**config.mk**
```make
export PLATFORM = sky130hd
export DESIGN_NAME = flag_alu
export DESIGN_NICKNAME = d
export VERILOG_FILES = /design/src/rtl/flag_alu_pkg.sv /design/src/rtl/flag_alu_ctrl.sv /design/src/rtl/flag_alu_dp.sv /design/src/rtl/flag_alu.sv
export SDC_FILE = /design/constraint.sdc
export NUM_CORES = 1
export LEC_CHECK = 0
export BUFFER_PORTS_ARGS = -buffer_cell sky130_fd_sc_hd__clkbuf_2
export CORE_ASPECT_RATIO = 0.5
export CORE_MARGIN = 2
export CORE_UTILIZATION = 45
export DETAILED_ROUTE_END_ITERATION = 10
export PLACE_DENSITY = 0.7
export SYNTH_ARGS = -nofsm -noshare
export SYNTH_HDL_FRONTEND = slang
export SYNTH_SLANG_ARGS = --single-unit
```
**constraint.sdc**
```tcl
create_clock -name clk -period 3.8 [get_ports clk]
set_input_delay 0.38 -clock clk [delete_from_list [all_inputs] [get_ports clk]]
set_output_delay 0.38 -clock clk [all_outputs]
set_load 0.02 [all_outputs]
```
**src/rtl/flag_alu_pkg.sv**
```systemverilog
package flag_alu_pkg;

  localparam int FLAG_W = 16;
  localparam int CF_POS = 0;
  localparam int PF_POS = 2;
  localparam int AF_POS = 4;
  localparam int ZF_POS = 6;
  localparam int SF_POS = 7;
  localparam int TF_POS = 8;
  localparam int IF_POS = 9;
  localparam int DF_POS = 10;
  localparam int OF_POS = 11;
  localparam int NIBBLE_W = 4;

  typedef enum logic [3:0] {
    OP_ADD  = 4'd0,
    OP_SUB  = 4'd1,
    OP_INC  = 4'd2,
    OP_DEC  = 4'd3,
    OP_NOT  = 4'd4,
    OP_AND  = 4'd5,
    OP_OR   = 4'd6,
    OP_XOR  = 4'd7,
    OP_SHL  = 4'd8,
    OP_SHR  = 4'd9,
    OP_SETI = 4'd10,
    OP_CLRI = 4'd11,
    OP_SETT = 4'd12,
    OP_CLRT = 4'd13,
    OP_SETD = 4'd14,
    OP_CLRD = 4'd15
  } aluOp_t;

  typedef enum logic [1:0] {
    CTL_TRAP = 2'd0,
    CTL_INTR = 2'd1,
    CTL_DIR  = 2'd2,
    CTL_NONE = 2'd3
  } ctlSel_t;

  // write strobes from the decoder to the flag register
  typedef struct packed {
    logic    wrZsp;
    logic    wrCarry;
    logic    wrAux;
    logic    wrOvf;
    logic    wrCtl;
    ctlSel_t ctlSel;
    logic    ctlVal;
  } strobes_t;

endpackage

```
**src/rtl/flag_alu_ctrl.sv**
```systemverilog
module flag_alu_ctrl
  import flag_alu_pkg::*;
(
  input  logic [3:0] opSel,
  input  logic       flagWe,
  output strobes_t   stb
);

  aluOp_t opCode;

  always_comb begin
    opCode = aluOp_t'(opSel);
    stb = '0;
    stb.ctlSel = CTL_NONE;
    if (flagWe) begin
      case (opCode)
        OP_ADD, OP_SUB: begin
          stb.wrZsp = 1'b1;
          stb.wrCarry = 1'b1;
          stb.wrAux = 1'b1;
          stb.wrOvf = 1'b1;
        end
        OP_INC, OP_DEC: begin
          stb.wrZsp = 1'b1;
          stb.wrAux = 1'b1;
          stb.wrOvf = 1'b1;
        end
        OP_NOT, OP_AND, OP_OR, OP_XOR, OP_SHL, OP_SHR: begin
          stb.wrZsp = 1'b1;
          stb.wrCarry = 1'b1;
          stb.wrOvf = 1'b1;
        end
        OP_SETI, OP_CLRI: begin
          stb.wrCtl = 1'b1;
          stb.ctlSel = CTL_INTR;
          stb.ctlVal = (opCode == OP_SETI);
        end
        OP_SETT, OP_CLRT: begin
          stb.wrCtl = 1'b1;
          stb.ctlSel = CTL_TRAP;
          stb.ctlVal = (opCode == OP_SETT);
        end
        OP_SETD, OP_CLRD: begin
          stb.wrCtl = 1'b1;
          stb.ctlSel = CTL_DIR;
          stb.ctlVal = (opCode == OP_SETD);
        end
        default: stb = stb;
      endcase
    end
  end

endmodule

```
**src/rtl/flag_alu_dp.sv**
```systemverilog
module flag_alu_dp
  import flag_alu_pkg::*;
#(
  parameter int DATA_W = 16,
  parameter int BYTE_W = 8
) (
  input  logic              clk,
  input  logic              rst_n,
  input  logic [DATA_W-1:0] opA,
  input  logic [DATA_W-1:0] opB,
  input  logic [3:0]        opSel,
  input  logic              byteMode,
  input  strobes_t          stb,
  output logic [DATA_W-1:0] result,
  output logic [FLAG_W-1:0] flagWord
);

  localparam int EXT_W = DATA_W + 1;

  logic [DATA_W-1:0] laneMask, aM, bM, otherOp, rawRes;
  logic [EXT_W-1:0]  ext;
  logic              subLike, msbA, msbO, msbR;
  logic              carryNew, auxNew, ovfNew;
  logic              cfQ, pfQ, afQ, zfQ, sfQ, tfQ, ifQ, dfQ, ofQ;
  aluOp_t            opCode;

  function automatic logic topBit(input logic [DATA_W-1:0] v, input logic bm);
    return bm ? v[BYTE_W-1] : v[DATA_W-1];
  endfunction

  always_comb begin
    opCode   = aluOp_t'(opSel);
    laneMask = byteMode ? {{(DATA_W-BYTE_W){1'b0}}, {BYTE_W{1'b1}}} : '1;
    aM       = opA & laneMask;
    bM       = opB & laneMask;
    otherOp  = bM;
    subLike  = 1'b0;
    case (opCode)
      OP_ADD: ext = {1'b0, aM} + {1'b0, bM};
      OP_SUB: begin
        ext = {1'b0, aM} - {1'b0, bM};
        subLike = 1'b1;
      end
      OP_INC: begin
        otherOp = DATA_W'(1);
        ext = {1'b0, aM} + EXT_W'(1);
      end
      OP_DEC: begin
        otherOp = DATA_W'(1);
        ext = {1'b0, aM} - EXT_W'(1);
        subLike = 1'b1;
      end
      OP_NOT: ext = {1'b0, ~aM};
      OP_AND: ext = {1'b0, aM & bM};
      OP_OR:  ext = {1'b0, aM | bM};
      OP_XOR: ext = {1'b0, aM ^ bM};
      OP_SHL: ext = {aM, 1'b0};
      OP_SHR: ext = {2'b00, aM[DATA_W-1:1]};
      default: ext = '0;
    endcase
    rawRes = ext[DATA_W-1:0] & laneMask;
    msbA   = topBit(aM, byteMode);
    msbO   = topBit(otherOp, byteMode);
    msbR   = topBit(rawRes, byteMode);
    auxNew = aM[NIBBLE_W] ^ otherOp[NIBBLE_W] ^ rawRes[NIBBLE_W];
    case (opCode)
      OP_ADD, OP_SUB, OP_INC, OP_DEC: begin
        carryNew = byteMode ? ext[BYTE_W] : ext[DATA_W];
        ovfNew   = subLike ? ((msbA != msbO) && (msbR != msbA))
                           : ((msbA == msbO) && (msbR != msbA));
      end
      OP_SHL: begin
        carryNew = msbA;
        ovfNew   = msbR ^ msbA;
      end
      OP_SHR: begin
        carryNew = aM[0];
        ovfNew   = msbA;
      end
      default: begin
        carryNew = 1'b0;
        ovfNew   = 1'b0;
      end
    endcase
  end

  assign result = rawRes;

  always_ff @(posedge clk or negedge rst_n) begin
    if (!rst_n) begin
      cfQ <= 1'b0; pfQ <= 1'b0; afQ <= 1'b0;
      zfQ <= 1'b0; sfQ <= 1'b0; ofQ <= 1'b0;
      tfQ <= 1'b0; ifQ <= 1'b0; dfQ <= 1'b0;
    end else begin
      if (stb.wrZsp) begin
        zfQ <= (rawRes == '0);
        sfQ <= msbR;
        pfQ <= ~^rawRes[7:0];
      end
      if (stb.wrCarry) cfQ <= carryNew;
      if (stb.wrAux)   afQ <= auxNew;
      if (stb.wrOvf)   ofQ <= ovfNew;
      if (stb.wrCtl) begin
        case (stb.ctlSel)
          CTL_TRAP: tfQ <= stb.ctlVal;
          CTL_INTR: ifQ <= stb.ctlVal;
          CTL_DIR:  dfQ <= stb.ctlVal;
          default:  tfQ <= tfQ;
        endcase
      end
    end
  end

  always_comb begin
    flagWord         = '0;
    flagWord[CF_POS] = cfQ;
    flagWord[PF_POS] = pfQ;
    flagWord[AF_POS] = afQ;
    flagWord[ZF_POS] = zfQ;
    flagWord[SF_POS] = sfQ;
    flagWord[TF_POS] = tfQ;
    flagWord[IF_POS] = ifQ;
    flagWord[DF_POS] = dfQ;
    flagWord[OF_POS] = ofQ;
  end

endmodule

```
**src/rtl/flag_alu.sv**
```systemverilog
module flag_alu
  import flag_alu_pkg::*;
#(
  parameter int DATA_W = 16,
  parameter int BYTE_W = 8
) (
  input  logic              clk,
  input  logic              rst_n,
  input  logic [DATA_W-1:0] opA,
  input  logic [DATA_W-1:0] opB,
  input  logic [3:0]        opSel,
  input  logic              byteMode,
  input  logic              flagWe,
  output logic [DATA_W-1:0] result,
  output logic [FLAG_W-1:0] flagWord
);

  strobes_t stb;

  flag_alu_ctrl u_ctrl (
    .opSel  (opSel),
    .flagWe (flagWe),
    .stb    (stb)
  );

  flag_alu_dp #(.DATA_W(DATA_W), .BYTE_W(BYTE_W)) u_dp (
    .clk      (clk),
    .rst_n    (rst_n),
    .opA      (opA),
    .opB      (opB),
    .opSel    (opSel),
    .byteMode (byteMode),
    .stb      (stb),
    .result   (result),
    .flagWord (flagWord)
  );

endmodule

```
==> metrics.md, run 1 <==
| Metric | Value |
|---|---|
| # rows | `23` |
| Tcrit/Tclk final | `108%` |
| CTS tree | `built` |
| Crit Path Max Fanout | `5` |
| Slew Limit Headroom | `57.0%` |
| Post-route setup TNS | `-1.34 ns` |
| WP depth | `20` |
| CP Launch Type | `primary input` |
| Status | `finished, violations left` |
| CP startpoint | `opB[2]` |
| Setup crit end kind | `output pin` |
| GR Util met3 | `5.41%` |
| Mean routed wirelength per cell | `17.7 um` |
| GR Overflow Total | `0` |
| Syn_area_per_cell | `7.20 sq um` |
| Fin worst setup slack | `-0.286 ns` |
| Worst Path Buf+Inv | `5` |
| Num ports | `72` |
| First-pass GRT wire length | `20.3 mm` |
| Violated checks | `setup timing` |
| DP HPWL | `10.4 mm` |
| Maxcap violations | `0` |
| Area share of the largest cell type after synthesis | `17.5%` |
| Crit-path cells | `buf_8 > or3_4 > buf_4 > nor3_4 > nand3_2 > nor3_4 > buf_6 > nand3_1 > o21ai_0 > a22o_1 > a22oi_1 > ha_1 > a21o_1 > a21o_1 > a21oi_2 > nand3_2 > xor2_2 > a21oi_2 > inv_1 > clkbuf_8` |
| Largest cells by area after synthesis | `ha_1 18%, dfrtp_1 6.0%, o21ai_0 5.8%, nand2_1 5.4%, a21oi_1 5.2%` |
| Initial antenna violation count | `0` |
| Seq/Total Area, Yosys | `5.96%` |
| Slowest CP cell | `or3_4` |
| Post-synth top cells | `54 x nand2_1, 53 x ha_1, 48 x inv_1, 44 x o21ai_0, 39 x a21oi_1` |
| Leak | `2.52 nW` |
| Synth unique cells | `87` |
| Initial Utilization | `46.7%` |
| H-Tree Level Count | `1` |
| Area Growth Syn to Fin | `36.4%` |
| RSZ-0062 raised after global routing | `yes` |
| Dpl cells | `747` |
| DRT Wirelength | `13.5 mm` |
| Crit Path Class | `primary input to output pin` |
| Area leader, netlist | `ha_1` |
| Worst skew pair latency | `0.24 ns` |
| Slowest stage delay, CP | `0.39 ns` |
| Setup Viol. Count Final | `8` |
| Core area | `8090 sq um` |
| Setup slack, reg-to-reg | `2.88 ns` |
| Fin crit period | `4.09 ns` |
| IO Port Bufs | `64` |
| FF-to-FF path depth | `3` |
| Synth async-reset ratio | `100%` |
| Mapped Cells | `525` |
| R2R Path End | `u_dp.cfQ$_DFFE_PN0P_` |
| Worst Skew | `0 ns` |
| Die Y | `68.8 um` |
| PwrDens | `222 nW/um^2` |
| GPL Wtd Cong | `1.02` |
| Via/cell ratio | `5.97` |
| Flops & latches, synth | `9` |
| Crit path max-delay family | `simple AND/OR/NAND/NOR gates` |
| Fmax | `0.245 GHz` |
| DRC | `0` |
| Tot GR Track Use | `28.2%` |
| Die width | `134 um` |
| Post-synth EDFFs | `0` |
| Primary FF master, synth | `dfrtp_1` |
| Worst slew pin tran | `0.644 ns` |
| Met2 usage | `47.9%` |
| Starting DRT DRC Count | `384` |
| Ant diodes | `0` |
| Vias in the first global route | `3979` |
| CTS root buf | `clkbuf_16` |
| Clk slew on worst S/H paths | `0.04 ns` |
| VDD IR-drop max | `0.000248 V` |
| Final Hold Fails | `0` |
| Hold WC Path Type | `primary input to register` |
| Critical path arrival | `3.71 ns` |
| Worst setup path endpoint | `result[15]` |
| Largest net degree at the start of global routing | `28` |
| Initial DRT Pass Iterations | `5` |
| GR peak layer | `met2` |
| CP required | `3.42 ns` |
| Area of the die | `9190 sq um` |
| Critical R2R Launch | `u_dp.cfQ$_DFFE_PN0P_` |
| DR vias | `4552` |
| Clk buf depth | `2` |
| Count leader, synth | `nand2_1` |
| Final Slew Violations | `0` |
| Grt met1 use | `37.3%` |
| Post-route ant nets | `0` |
| Worst slack, placed | `-0.420 ns` |
| Layout cells sized above 1 | `37.2%` |
| Total clock buffers created by CTS | `3` |
| Fin nets | `746` |
| Clock sink count | `9` |
| Syn. warnings | `0` |
| Mapped Area | `3780 sq um` |
| Non-filler instance count after layout | `763` |
through the flow:
stage	power [mW]	area, sq um	hold slack [ns]	util (%)
after floorplan	0.595	3850	0.0844	-
after global placement	0.840	4610	0.243	57.0
after detailed placement	0.851	4610	0.242	57.0
after CTS	1.07	4920	0.432	60.9
after global routing	1.22	5160	0.449	63.8
final	1.15	5160	0.440	63.8
cell type report:
cell class,instances,area [sq um]
clock buffers,4,78.8
fillers,728,2930
inverters,50,193
multi-input cells,428,3390
flip-flops and latches,9,225
well taps,112,140
repair buffers,160,1130
worst min-delay path by stage:
| stage | from | end | slack [ns] | depth (start not counted) |
|---|---|---|---|---|
| detailed placement | rst_n | u_dp.tfQ$_DFFE_PN0P_ | 0.24 | 1 |
| global route | flagWe | u_dp.afQ$_DFFE_PN0P_ | 0.45 | 2 |
| CTS | flagWe | u_dp.afQ$_DFFE_PN0P_ | 0.43 | 2 |
| global placement | rst_n | u_dp.dfQ$_DFFE_PN0P_ | 0.24 | 1 |
| floorplan | rst_n | u_dp.afQ$_DFFE_PN0P_ | 0.08 | 0 |
| finish | flagWe | u_dp.afQ$_DFFE_PN0P_ | 0.44 | 2 |
worst reg2reg max path, cell delays in order (launching register included):
cell	delay [ns]
dfrtp_1	0.38
a21oi_1	0.16
o22ai_1	0.10
and3_1	0.16
cells by family (layout without fill, tap and decap cells):
logic type	Yosys count	in the layout	synth area share [%]
xor+xnor	20	20	4.63
flops	9	9	5.96
buf+inv	94	214	13.8
simple gates	166	166	24.4
fa+ha+maj	54	54	18.1
other cells	1	7	0.0992
compound gates	179	179	32.4
mux	2	2	0.563
registers in the layout, indices dropped and copies added, names as in the netlist:
name and cells:
u_dp.afQ 1, u_dp.cfQ 1, u_dp.ofQ 1, u_dp.tfQ 1
u_dp.sfQ 1, u_dp.dfQ 1, u_dp.zfQ 1, u_dp.pfQ 1
u_dp.ifQ 1
what timing repair did:
item,in CTS,in global routing
pin swaps,19,28
endpoints found under the hold margin,9,0
hold buffers,1,0
resized for setup,41,50
buffers inserted,6,7
setup endpoints to repair,12,14
cells in the final DEF, fill, tap and decap left out, drive strengths merged, types with 9 or more instances in the layout:
| master | count |
|---|---|
| buf | 102 |
| clkbuf | 61 |
| nand2 | 56 |
| ha | 53 |
| inv | 50 |
| o21ai | 49 |
| a21oi | 40 |
| nor2 | 27 |
| nand3 | 18 |
| nor3 | 14 |
| xnor2 | 13 |
| a221oi | 13 |
| o22ai | 12 |
| a22oi | 9 |
| dfrtp | 9 |
where the power goes:
group / internal, mW / switching [mW] / total, mW
Clock: 0.140 / 0.0457 / 0.186
Combinational: 0.363 / 0.470 / 0.833
Sequential: 0.116 / 0.0106 / 0.127
per-layer routing:
layer  vias to the layer above  wire length, um
li1                       2165                -
met5                         -                0
met4                         0              244
met3                        22             1380
met1                      2148             5880
met2                       217             5970
Power figures use the tool's default switching activity.
==> inputs of run 2 (changes only) <==
ABC_AREA = 1   (was default)
==> metrics.md, run 2 <==
| Metric | Value |
|---|---|
| R2R Path End | `u_dp.cfQ$_DFFE_PN0P_` |
| Crit Path Max Fanout | `4 (-1)` |
| Mean routed wirelength per cell | `15.1 um (-14%)` |
| Via/cell ratio | `5.53 (-7.4%)` |
| VDD IR-drop max | `0.000144 V (-42%)` |
| Syn. warnings | `0 (unchanged)` |
| PwrDens | `219 nW/um^2 (-1.4%)` |
| Area Growth Syn to Fin | `16.1%` |
| Vias in the first global route | `3775 (-5.1%)` |
| Mapped Cells | `605 (+15%)` |
| Crit path max-delay family | `simple AND/OR/NAND/NOR gates` |
| Status | `finished, violations left` |
| Slowest stage delay, CP | `0.35 ns (-0.04 ns)` |
| Die Y | `66.2 um (-3.7%)` |
| GR Overflow Total | `0 (unchanged)` |
| # rows | `22 (-4.3%)` |
| Hold Buf Count CTS | `0 (-1)` |
| Clk buf depth | `2 (unchanged)` |
| Worst slack, placed | `0.0433 ns (+0.463 ns)` |
| DR vias | `4200 (-7.7%)` |
| Mapped Area | `3490 sq um (-7.8%)` |
| Slew Limit Headroom | `37.3% (-20 points)` |
| Final Slew Violations | `0 (unchanged)` |
| Tot GR Track Use | `27.7% (-0.46 points)` |
| Crit Path Class | `primary input to output pin` |
| Hold WC Path Type | `primary input to async pin` |
| Primary FF master, synth | `dfrtp_1` |
| Largest cells by area after synthesis | `ha_1 19%, nand2_1 17%, inv_1 9.9%, o21ai_0 7.8%, dfrtp_1 6.5%` |
| Slowest CP cell | `ha_1` |
| Tcrit/Tclk final | `93.7% (-14 points)` |
| Fin nets | `759 (+1.7%)` |
| Violated checks | `hold timing` |
| Synth async-reset ratio | `100% (unchanged)` |
| Layout cells sized above 1 | `19.1% (-18 points)` |
| Most common cell after layout, fill and taps aside | `nand2_1` |
| Critical R2R Launch | `u_dp.cfQ$_DFFE_PN0P_` |
| Fin area | `4050 sq um (-22%)` |
| Worst skew pair latency | `0.23 ns (about the same)` |
| Area share of the largest cell type after synthesis | `19.0% (+1.5 points)` |
| Initial DRT Pass Iterations | `5 (unchanged)` |
| Finished Core Util | `54.7% (-9.1 points)` |
| Leak | `2.33 nW (-7.5%)` |
| Seq/Total Area, Yosys | `6.46% (+0.50 points)` |
| Setup crit end kind | `output pin` |
| Synth unique cells | `38 (-56%)` |
| H-Tree Level Count | `1 (unchanged)` |
| Post-synth EDFFs | `0 (unchanged)` |
| First-pass GRT wire length | `18.8 mm (-7.5%)` |
| Largest net degree at the start of global routing | `25 (-11%)` |
| Ant diodes | `0 (unchanged)` |
| Fin crit period | `3.56 ns (-0.524 ns)` |
| Worst slew pin tran | `0.917 ns (+0.273 ns)` |
| Fin worst setup slack | `0.238 ns (+0.524 ns)` |
| Final Hold Fails | `2 (+2)` |
| WHS | `-0.000193 ns (-0.440 ns)` |
| Post-synth top cells | `161 x nand2_1, 92 x inv_1, 54 x o21ai_0, 53 x ha_1, 46 x nor2_1` |
| DP HPWL | `9.26 mm (-11%)` |
| Num ports | `72 (unchanged)` |
| Maxcap violations | `0 (unchanged)` |
| Worst Skew | `0 ns (unchanged)` |
| Initial antenna violation count | `0 (unchanged)` |
| DRT Wirelength | `11.5 mm (-15%)` |
| Post-route ant nets | `0 (unchanged)` |
| FF-to-FF path depth | `4 (+1)` |
| Clk slew on worst S/H paths | `0.04 ns (about the same)` |
| Syn_area_per_cell | `5.76 sq um (-20%)` |
| Setup Viol. Count Final | `0 (-8)` |
| Total clock buffers created by CTS | `3 (unchanged)` |
| Critical path arrival | `3.18 ns (-0.53 ns)` |
| Starting DRT DRC Count | `443 (+15%)` |
| Placed Area | `3840 sq um (-17%)` |
| CTS tree | `built` |
| Worst Path Buf+Inv | `4 (-1)` |
| Area leader, netlist | `ha_1` |
| IO Port Bufs | `64 (unchanged)` |
| Flops & latches, synth | `9 (unchanged)` |
| Setup slack, reg-to-reg | `3.05 ns (+0.17 ns)` |
| Die width | `128 um (-3.8%)` |
| Count leader, synth | `nand2_1` |
| Cell mode on critical path | `nand2_1` |
| CP Launch Type | `primary input` |
| CP required | `3.42 ns (about the same)` |
| Area of the die | `8510 sq um (-7.4%)` |
| Crit-path cells | `clkbuf_2 > inv_2 > ha_4 > nand3_2 > nor3_4 > nand2_2 > nor3_4 > nand3_2 > nor4_1 > o21ai_1 > ha_1 > a21oi_1 > nand2_1 > a21oi_2 > nand2_1 > nand2_1 > nand3_1 > nand2_1 > nand2_1 > inv_1 > clkbuf_2` |
| Fmax | `0.281 GHz (+15%)` |
| GPL Wtd Cong | `0.958 (-5.8%)` |
| CTS root buf | `clkbuf_16` |
| Clock sink count | `9 (unchanged)` |
| DRC | `0 (unchanged)` |
| Core area | `7400 sq um (-8.4%)` |
| Most frequent cells in the layout | `158 x nand2_1, 90 x inv_1, 64 x clkbuf_2` |
| Initial Utilization | `47.1% (+0.33 points)` |
run 2: worst reg2reg max path, stage by stage, from the launching register on:
cell and delay (ns):
dfrtp_1 0.35, o21ai_0 0.09, nand2_1 0.06, inv_1 0.04, a21oi_1 0.13
run 2: power breakdown:
part | internal (mW) | switching [mW]
combinational | 0.199 | 0.374
sequential | 0.116 | 0.0105
clock | 0.140 | 0.0470
total | 0.455 | 0.431
run 2: how the worst max path moves through the flow:
stage / startpoint / end / slack, ns / cells after the start
floorplan: opSel[3] / u_dp.pfQ$_DFFE_PN0P_ / 0.51 / 20
global placement: opB[0] / result[14] / 0.04 / 21
detailed placement: opB[0] / result[14] / 0.04 / 21
CTS: opB[0] / result[14] / 0.03 / 21
global route: opB[0] / result[15] / -0.04 / 24
finish: opB[0] / result[15] / 0.24 / 21
run 2: logic make-up after synthesis:
| group | Yosys count | share of synthesized area (%) |
|---|---|---|
| AOI/OAI and AO/OA | 117 | 19.0 |
| xor gates and xnor gates | 14 | 3.52 |
| adders and majority gates | 54 | 19.6 |
| buffers and inverters | 128 | 16.2 |
| DFF | 9 | 6.46 |
| other | 1 | 0.108 |
| and+or+nand+nor | 282 | 35.2 |
run 2: final cells by class:
cell class | instances | area [sq um]
multi-input cells | 474 | 2820
repair buffers | 79 | 433
fillers | 766 | 3360
clock buffers | 4 | 78.8
inverters | 98 | 368
well taps | 96 | 120
flip-flops and latches | 9 | 225
run 2: what timing repair did:
action | 4_1_cts | 5_1_grt
gates resized for setup | 0 | 29
endpoints found under the setup margin | 0 | 6
setup buffers | 0 | 3
run 2: layer usage:
metal	up-vias	routed length (um)	GRT usage [%]
met5	-	0	0
met4	0	201	6.32
met3	16	1040	3.64
met2	198	4740	44.1
met1	1917	5510	39.7
li1	2069	-	-
run 2: per-stage QoR:
| stage | TNS [ns] | total power, mW | cells |
|---|---|---|---|
| 5_1_grt | -0.0967 | 0.966 | 760 |
| 6_report | 0 | 0.887 | 760 |
| 2_1_floorplan | 0 | 0.535 | 611 |
| 3_5_place_dp | 0 | 0.672 | 753 |
| 3_3_place_gp | 0 | 0.666 | 753 |
| 4_1_cts | 0 | 0.863 | 757 |
